### config.mk
export PLATFORM = sky130hd
export DESIGN_NAME = pcap_ctrl
export DESIGN_NICKNAME = d
export VERILOG_FILES = /design/src/rtl/pcap_pkg.sv /design/src/rtl/pcap_err_scale.sv /design/src/rtl/pcap_clamp.sv /design/src/rtl/pcap_ctrl.sv
export SDC_FILE = /design/constraint.sdc
export NUM_CORES = 1
export LEC_CHECK = 0
export ABC_AREA = 1
export CORE_UTILIZATION = 60
export CTS_CLUSTER_DIAMETER = 100
export CTS_CLUSTER_SIZE = 10
export DETAILED_ROUTE_END_ITERATION = 12
export PLACE_DENSITY_LB_ADDON = 0.3
export SETUP_SLACK_MARGIN = 0.02
export SLEW_MARGIN = 20
export SYNTH_ARGS = -nofsm -noshare
export SYNTH_HDL_FRONTEND = slang
export SYNTH_SLANG_ARGS = --single-unit
### constraint.sdc
create_clock -name clk -period 7.6 [get_ports clk]
set_clock_uncertainty 0.05 [all_clocks]
set_input_delay 1.14 -clock clk [delete_from_list [all_inputs] [get_ports clk]]
set_output_delay 1.14 -clock clk [all_outputs]
set_load 0.02 [all_outputs]
### src/rtl/pcap_pkg.sv
package pcap_pkg;
  typedef enum logic [1:0] {
    CL_NONE = 2'd0,
    CL_HIGH = 2'd1,
    CL_LOW  = 2'd2
  } clamp_kind_e;
endpackage

### src/rtl/pcap_err_scale.sv
module pcap_err_scale #(
  parameter int PWR_W   = 12,
  parameter int RECIP_W = 8,
  parameter int RECIP   = 64,
  parameter int RFRAC   = 8,
  localparam int ERR_W  = PWR_W + 1,
  localparam int PROD_W = ERR_W + RECIP_W + 1,
  localparam int DEL_W  = PROD_W - RFRAC
) (
  input  logic [PWR_W-1:0]        budget_i,
  input  logic [PWR_W-1:0]        power_i,
  output logic signed [DEL_W-1:0] delta_o
);
  logic signed [ERR_W-1:0]  err;
  logic signed [PROD_W-1:0] err_x, rcp_x, prod, adj;

  always_comb begin
    err   = $signed({1'b0, budget_i}) - $signed({1'b0, power_i});
    err_x = PROD_W'(err);
    rcp_x = PROD_W'(RECIP);
    prod  = err_x * rcp_x;
    // bias negative products so the shift truncates toward zero
    adj   = prod + (prod[PROD_W-1] ? PROD_W'((1 << RFRAC) - 1) : PROD_W'(0));
    delta_o = DEL_W'(adj >>> RFRAC);
  end

  always_comb begin
    if (err == '0) AST_ZERO_ERR_ZERO_STEP: assert (delta_o == '0);
    if (err > 0)   AST_POS_ERR_NO_DROP: assert (!delta_o[DEL_W-1]);
    if (err < 0)   AST_NEG_ERR_NO_RISE: assert (delta_o[DEL_W-1] || delta_o == '0);
  end
endmodule

### src/rtl/pcap_clamp.sv
module pcap_clamp
  import pcap_pkg::*;
#(
  parameter int CORE_W = 8,
  parameter int FRAC   = 8,
  parameter int DEL_W  = 14,
  localparam int QW    = CORE_W + FRAC,
  localparam int SUM_W = ((QW > DEL_W) ? QW : DEL_W) + 2
) (
  input  logic [QW-1:0]           cur_i,
  input  logic signed [DEL_W-1:0] delta_i,
  input  logic [CORE_W-1:0]       core_count_i,
  input  logic [FRAC-1:0]         min_level_i,
  output logic [QW-1:0]           nxt_o,
  output clamp_kind_e             kind_o
);
  logic [QW-1:0]           hi, lo;
  logic signed [SUM_W-1:0] sum, hi_s, lo_s;

  always_comb begin
    hi   = {core_count_i, FRAC'(0)};
    lo   = QW'(core_count_i * min_level_i);
    sum  = $signed(SUM_W'(cur_i)) + SUM_W'(delta_i);
    hi_s = $signed(SUM_W'(hi));
    lo_s = $signed(SUM_W'(lo));
    if (sum > hi_s) begin
      nxt_o  = hi;
      kind_o = CL_HIGH;
    end else if (sum < lo_s) begin
      nxt_o  = lo;
      kind_o = CL_LOW;
    end else begin
      nxt_o  = QW'(sum);
      kind_o = CL_NONE;
    end
  end

  always_comb begin
    AST_RESULT_LE_HI: assert (nxt_o <= hi);
    if (kind_o == CL_LOW) AST_LOW_SAT_AT_LO: assert (nxt_o == lo);
  end
endmodule

### src/rtl/pcap_ctrl.sv
module pcap_ctrl
  import pcap_pkg::*;
#(
  parameter int PWR_W   = 12,
  parameter int CORE_W  = 8,
  parameter int FRAC    = 8,
  parameter int RECIP_W = 8,
  parameter int RECIP   = 64,
  parameter int RFRAC   = 8,
  localparam int QW     = CORE_W + FRAC,
  localparam int DEL_W  = PWR_W + 2 + RECIP_W - RFRAC
) (
  input  logic              clk,
  input  logic              rst,
  input  logic              in_valid,
  output logic              in_ready,
  input  logic [PWR_W-1:0]  budget,
  input  logic [PWR_W-1:0]  power,
  input  logic [CORE_W-1:0] core_count,
  input  logic [FRAC-1:0]   min_level,
  output logic              quota_valid,
  input  logic              quota_ready,
  output logic [QW-1:0]     quota,
  output logic              quota_sat
);
  logic [QW-1:0]           quota_r, nxt;
  logic                    vld_r, sat_r, take;
  logic signed [DEL_W-1:0] delta;
  clamp_kind_e             kind;

  pcap_err_scale #(
    .PWR_W(PWR_W), .RECIP_W(RECIP_W), .RECIP(RECIP), .RFRAC(RFRAC)
  ) u_scale (
    .budget_i(budget), .power_i(power), .delta_o(delta)
  );

  pcap_clamp #(
    .CORE_W(CORE_W), .FRAC(FRAC), .DEL_W(DEL_W)
  ) u_clamp (
    .cur_i(quota_r), .delta_i(delta), .core_count_i(core_count),
    .min_level_i(min_level), .nxt_o(nxt), .kind_o(kind)
  );

  assign in_ready    = !vld_r || quota_ready;
  assign take        = in_valid && in_ready;
  assign quota_valid = vld_r;
  assign quota       = quota_r;
  assign quota_sat   = sat_r;

  always_ff @(posedge clk) begin
    if (rst) begin
      quota_r <= {core_count, FRAC'(0)};
      vld_r   <= 1'b0;
      sat_r   <= 1'b0;
    end else if (take) begin
      quota_r <= nxt;
      sat_r   <= (kind != CL_NONE);
      vld_r   <= 1'b1;
    end else if (quota_ready) begin
      vld_r   <= 1'b0;
    end
  end

  AST_VALID_AFTER_TAKE: assert property (@(posedge clk) disable iff (rst)
    (in_valid && in_ready) |=> quota_valid);
  AST_IDLE_HOLDS_QUOTA: assert property (@(posedge clk) disable iff (rst)
    !(in_valid && in_ready) |=> $stable(quota));
  AST_STALL_FREEZES: assert property (@(posedge clk) disable iff (rst)
    (quota_valid && !quota_ready) |=> (quota_valid && $stable(quota) && $stable(quota_sat)));
  AST_STALL_NO_READY: assert property (@(posedge clk) disable iff (rst)
    (quota_valid && !quota_ready) |-> !in_ready);
endmodule

==> results_dict.tcl, run 1 <==
set metrics [dict create \
    clock_latency_ps 260 \
    cts-buffers-inserted 3 \
    cellPowerDensity_mw_per_mm2 275 \
    r2r-start "quota[0]" \
    max_stage_delay_ps 460 \
    first_pass_iters 6 \
    required_ps 7560 \
    leakage_uw 0.00399 \
    final_cell_area_sq_mm 0.00675 \
    critPathTopFamily "simple AND/OR/NAND/NOR gates" \
    start_util_pct 62.0 \
    viasPerCell 5.22 \
    cp_common_cell "nand2_1" \
    rows 35 \
    synth_cells 894 \
    antenna_left 0 \
    final_util_pct 73.1 \
    area_growth_pct 17.8 \
    drt-initial-drc-count 316 \
    post-route-drc-count 0 \
    crit_start "budget[0]" \
    reg2regPathDepth 26 \
    final_layout_size_suffix_gt1_share_pct 7.54 \
    startpoint_type "input port" \
    critPathCaptureType "flip-flop" \
    die_y_microns 99.7 \
    antenna_found_initial 0 \
    worst_slew_pin_slew_ps 599 \
    diodes 0 \
    ff2ff_setup_slack_ps 3570 \
    syn-cell-area_sq_mm 0.00573 \
    dpl_cell_area_sq_mm 0.00654 \
    critPathKind "input port to flip-flop" \
    dp_hpwl_microns 11900 \
    vias 5723 \
    crit_fanout 7 \
    max_slew_margin_pct 59.9 \
    grt_overflow_total 0 \
    fin_crit_sh_pct 94.2 \
    ys_seq_area_share_pct 7.68 \
    io_pins 63 \
    max_clock_freq_ghz 0.140 \
    slowest_stage "clkdlybuf4s50_1" \
    drv_slew 0 \
    setup_violations 0 \
    io_buffers 62 \
    synth_cell_types 42 \
    fin_crit_ps 7160 \
    grt_max_degree 24 \
    hold_viol_final 0 \
    gp_congestion 0.943 \
    status "completed" \
    h-tree-depth 1 \
    core-area_sq_mm 0.00924 \
    cp.buffers_inverters 9 \
    power.total_uw 1860 \
    nNetsFinal 1139 \
    synth_nets 1064 \
    max_cap_violations 0 \
    die_area_sq_mm 0.00995 \
    totalWireLength_microns 14200 \
    rr_endpoint "quota[14]" \
    grt_pass1_vias 5441 \
    hold_buffers 0 \
    cts_root_buffer "clkbuf_8" \
    yosys_warnings 0 \
    synth_area_per_cell_sq_um 6.41 \
    grt_pass1_wl_microns 23600 \
    die_w_microns 99.7 \
    arrival_ps 7120 \
    ir_drop_uv 148 \
    clock_path_buffers 2 \
    cp-endpoint "quota[14]" \
    synth-seq-cells 18 \
    min_path_type "flip-flop to flip-flop" \
    cts_tree "done" \
    wl_per_cell_microns 12.9 \
    worst-path-stages 43 \
    clk_pin_slew_worst_paths_ps 70 \
    clock_sinks 18 \
    grt_usage_pct 29.4 \
]
==> cell usage after synthesis (all sizes together) <==
master	count	area [sq um]
a21boi	3	22.5
a21o	4	30.0
a21oi	37	185
a221o	1	10.0
a31o	1	8.76
a31oi	6	37.5
buf	4	33.8
clkbuf	17	63.8
clkinv	2	7.51
dfxtp	10	200
edfxtp	8	240
fa	38	761
ha	88	1100
inv	212	796
nand2	267	1030
nand3	69	370
nand3b	5	41.3
nand4	10	62.6
nor2	46	195
nor3	2	10.0
nor3b	1	7.51
nor4	1	6.26
o211ai	6	45.0
o21ai	20	108
o21bai	5	48.8
o311ai	1	26.3
or2	1	6.26
xnor2	9	78.8
xor2	20	194
==> worst reg2reg max path: stages (launching register included) <==
cell        delay, ps
dfxtp_1           360
ha_1              260
fa_1              240
nand2_1            70
a21oi_1           290
nand3_1           110
nand3_1           150
nand2_1            90
o21ai_1           160
xor2_1            220
inv_1             100
ha_1              280
nand2_1            50
inv_1              70
nand3_1            80
nor4_1            230
nand3_1           100
nor3_1            130
nand2_1            70
nand2_1            60
nand2_1            80
nand2_4           130
clkinvlp_4        160
nand2_1            80
nand2_1            50
nand2_1            60
nand2_1            60
==> logic make-up after synthesis <==
| kind of cell | after synthesis | share of synthesized area [%] |
|---|---|---|
| fa+ha+maj | 126 | 32.5 |
| compound gates | 84 | 9.10 |
| buf+inv | 235 | 15.7 |
| flops | 18 | 7.68 |
| xor+xnor | 29 | 4.76 |
| simple gates | 402 | 30.3 |
==> metal layers <==
layer | GRT usage, % | up-vias | share of wire, %
met4 | 6.00 | 0 | 1.3
met5 | 0 | - | 0
met2 | 54.8 | 172 | 50
li1 | - | 2914 | -
met1 | 37.5 | 2618 | 43
met3 | 1.12 | 19 | 5.9
==> layout by cell type, fill, tap and decap left out, drive strengths merged <==
cell type	instances
buf	28
nor4	1
xnor2	9
a221o	1
a31o	1
nand3	69
nand3b	5
a21boi	3
o211ai	6
nand4	10
nor3b	1
xor2	20
nor3	2
dfxtp	10
a21o	4
nand2	268
a21oi	37
o21bai	5
edfxtp	8
ha	88
nor2	46
o311ai	1
clkinvlp	1
inv	212
a31oi	6
clkdlybuf4s50	62
o21ai	20
or2	1
clkbuf	3
clkinv	2
fa	38
==> per-stage QoR <==
stage	setup TNS [ps]	setup slack (ps)	cells	hold slack (ps)
global route	-203	-79.6	1097	499
finish	0	444	1097	464
global placement	0	133	1080	439
CTS	0	237	1084	465
floorplan	0	1100	894	515
detailed placement	-29.1	-28.0	1080	456
==> flip-flops by register name, summed over array words and instances (netlist names) <==
signal / flops
quota_sat: 1
quota: 16
quota_valid: 1
==> how the worst min path moves through the flow <==
stage	from	slack, ps	end	cells after the start
2_1_floorplan	quota[3]	510	quota[3]	2
3_3_place_gp	quota[0]	440	quota[0]	2
3_5_place_dp	quota[0]	460	quota[0]	2
4_1_cts	quota[0]	460	quota[0]	2
5_1_grt	quota[0]	500	quota[0]	2
6_report	quota[0]	460	quota[0]	2
==> repair_timing <==
item / in CTS / in global routing
setup buffers: 0 / 12
endpoints found under the setup margin: 0 / 17
gates resized for setup: 0 / 19
==> final cells by class <==
class,count,area (sq um)
timing repair buffer,90,831
fill,828,2490
sequential,18,440
inverter,214,807
clock buffer,3,41.3
multi-input combinational,642,4470
clock inverter,1,3.75
tap,129,161
==> where the power goes <==
group / total, uW / switching [uW] / internal [uW]
logic: 1640 / 985 / 652
registers: 154 / 25.6 / 129
clock network: 67.8 / 31.9 / 36.0
Note: power is estimated with default switching activity, not from simulation.
==> inputs of run 2 (changes only) <==
GPL_TIMING_DRIVEN = 0   (was default)
==> run 2 against run 1 <==
  * Critical path type unchanged
  * Design area down 0.39%
  * Maximum frequency down 0.41%
  * Critical path depth down 10
  * Core utilization down 0.28 points
  * Die area unchanged
==> results_dict.tcl, run 2 (synthesis results as in run 1) <==
set metrics [dict create \
    dp_hpwl_microns 11400 \
    core-area_sq_mm 0.00924 \
    clk_pin_slew_worst_paths_ps 60 \
    ir_drop_uv 145 \
    post-route-drc-count 0 \
    worst-path-stages 33 \
    dpl_cell_area_sq_mm 0.00638 \
    grt_usage_pct 26.8 \
    cp.buffers_inverters 8 \
    wirelength_met1_microns 6090 \
    critPathTopFamily "adder cells" \
    whs_endpoint "quota[0]" \
    power.total_uw 1890 \
    wl_met3_microns 644 \
    max_clock_freq_ghz 0.139 \
    vias 5619 \
    viasPerCell 5.18 \
    rsz0062_at_grt "yes" \
    rr_endpoint "quota[14]" \
    fin_crit_sh_pct 94.6 \
    grt_pass1_wl_microns 21800 \
    r2r-start "quota[0]" \
    min_path_type "flip-flop to flip-flop" \
    clock_sinks 18 \
    max_stage_delay_ps 570 \
    grt_pass1_vias 5054 \
    start_util_pct 62.0 \
    largest_register_ffs 16 \
    cts_root_buffer "clkbuf_8" \
    io_pins 63 \
    totalWireLength_microns 13500 \
    met2_length_microns 6690 \
    final_layout_size_suffix_gt1_share_pct 8.26 \
    final_common_cell "nand2_1" \
    ff2ff_setup_slack_ps 3560 \
    layout_common_cells "254 x nand2_1, 206 x inv_1, 81 x ha_1, 66 x nand3_1, 49 x clkdlybuf4s50_1" \
    setup_violations 0 \
    slowest_stage "clkdlybuf4s50_1" \
    reg2regPathDepth 26 \
    cellPowerDensity_mw_per_mm2 281 \
    final_cell_area_sq_mm 0.00673 \
    required_ps 7560 \
    hold_buffers 0 \
    first_pass_iters 5 \
    cts-buffers-inserted 3 \
    antenna_found_initial 0 \
    status "completed" \
    critPathKind "input port to flip-flop" \
    clock_latency_ps 250 \
    max_cap_violations 0 \
    hold_viol_final 0 \
    die_area_sq_mm 0.00995 \
    rows 35 \
    gp_congestion 0.913 \
    arrival_ps 7140 \
    nNetsFinal 1127 \
    die_w_microns 99.7 \
    crit_fanout 10 \
    hold_start "quota[0]" \
    clock_path_buffers 2 \
    grt_max_degree 11 \
    final_util_pct 72.8 \
    startpoint_type "input port" \
    drv_slew 0 \
    fin_crit_ps 7190 \
    wl_per_cell_microns 12.5 \
    die_y_microns 99.7 \
    h-tree-depth 1 \
    top_layer "met4" \
    leakage_uw 0.00392 \
    cts_tree "done" \
    cp_common_cell "nand2_1" \
    area_growth_pct 17.4 \
    grt_overflow_total 0 \
    nFillCells 782 \
    worst_slew_pin_slew_ps 605 \
    critPathCaptureType "flip-flop" \
    max_slew_margin_pct 59.5 \
    antenna_left 0 \
    holdPathStages 2 \
    io_buffers 49 \
    diodes 0 \
    drt-initial-drc-count 353 \
]
## run 2: cell count changes in the layout (fill, tap and decap cells not counted), moves of 3 or more
cell and change:
buf_4 -18, clkbuf_1 +15, clkdlybuf4s50_1 -13, ha_4 +5, buf_6 +3, ha_1 -3, nand2_1 -3, nand2_2 +3
## run 2: how the worst max path moves through the flow
stage | to | startpoint
after floorplan | quota[15] | core_count[1]
after global placement | quota[14] | budget[0]
after detailed placement | quota[14] | budget[0]
after CTS | quota[14] | budget[0]
after global routing | quota[9] | budget[0]
final | quota[13] | core_count[0]
## run 2: final cells by class
cell class	count	area (sq um)	area share, %
timing repair buffer	58	558	8.29
tap	129	161	2.40
inverter	214	810	12.0
buffer	21	106	1.58
sequential	18	440	6.55
clock buffer	4	55.1	0.818
multi-input combinational	641	4600	68.3
## run 2: routing by layer
layer	track usage, %	vias up
li1	-	2886
met1	35.0	2568
met2	49.0	151
met3	0.703	14
met4	6.45	0
met5	0	-
## run 2: power by group
group	leakage (uW)	switching (uW)	internal, uW	total [uW]
logic	0.00373	991	668	1660
clock network	0.0000288	29.9	46.0	75.9
registers	0.000167	28.0	129	157
## run 2: metrics by stage
stage / TNS (ps) / instances / setup slack [ps] / hold WS, ps
after floorplan: 0 / 894 / 1100 / 515
after global placement: -3410 / 1072 / -309 / 443
after detailed placement: -4300 / 1072 / -373 / 450
after CTS: 0 / 1076 / 27.6 / 459
after global routing: -24.0 / 1085 / -17.8 / 495
final: 0 / 1085 / 414 / 464
## run 2: timing repair
action / CTS / global route
pin swaps: 0 / 16
buffers inserted: 0 / 9
endpoints found under the setup margin: 10 / 17
gates resized for setup: 4 / 51
## run 2: worst reg2reg max path, stage by stage (launching register included)
cell and delay, ps:
dfxtp_1 360, ha_1 260, fa_1 270, nand2_1 120, a21oi_4 220, nand3_1 120
nand3_2 120, nand2_1 100, o21ai_2 190, xor2_2 190, inv_1 90, ha_1 280
nand2_1 50, inv_1 90, nand3_1 90, nor4_2 210, nand3_1 110, nor3_2 120
nand2_1 80, nand2_1 90, nand2_1 90, nand2_4 100, clkinvlp_4 150, nand2_1 90
nand2_1 60, nand2_1 50, nand2_1 50
==> inputs of run 3 (changes only) <==
CAP_MARGIN = 0   (was default)
SLEW_MARGIN = default   (was 20)
==> results of run 3 <==
No change in the layout: final DEF, timing and power equal those of run 2.
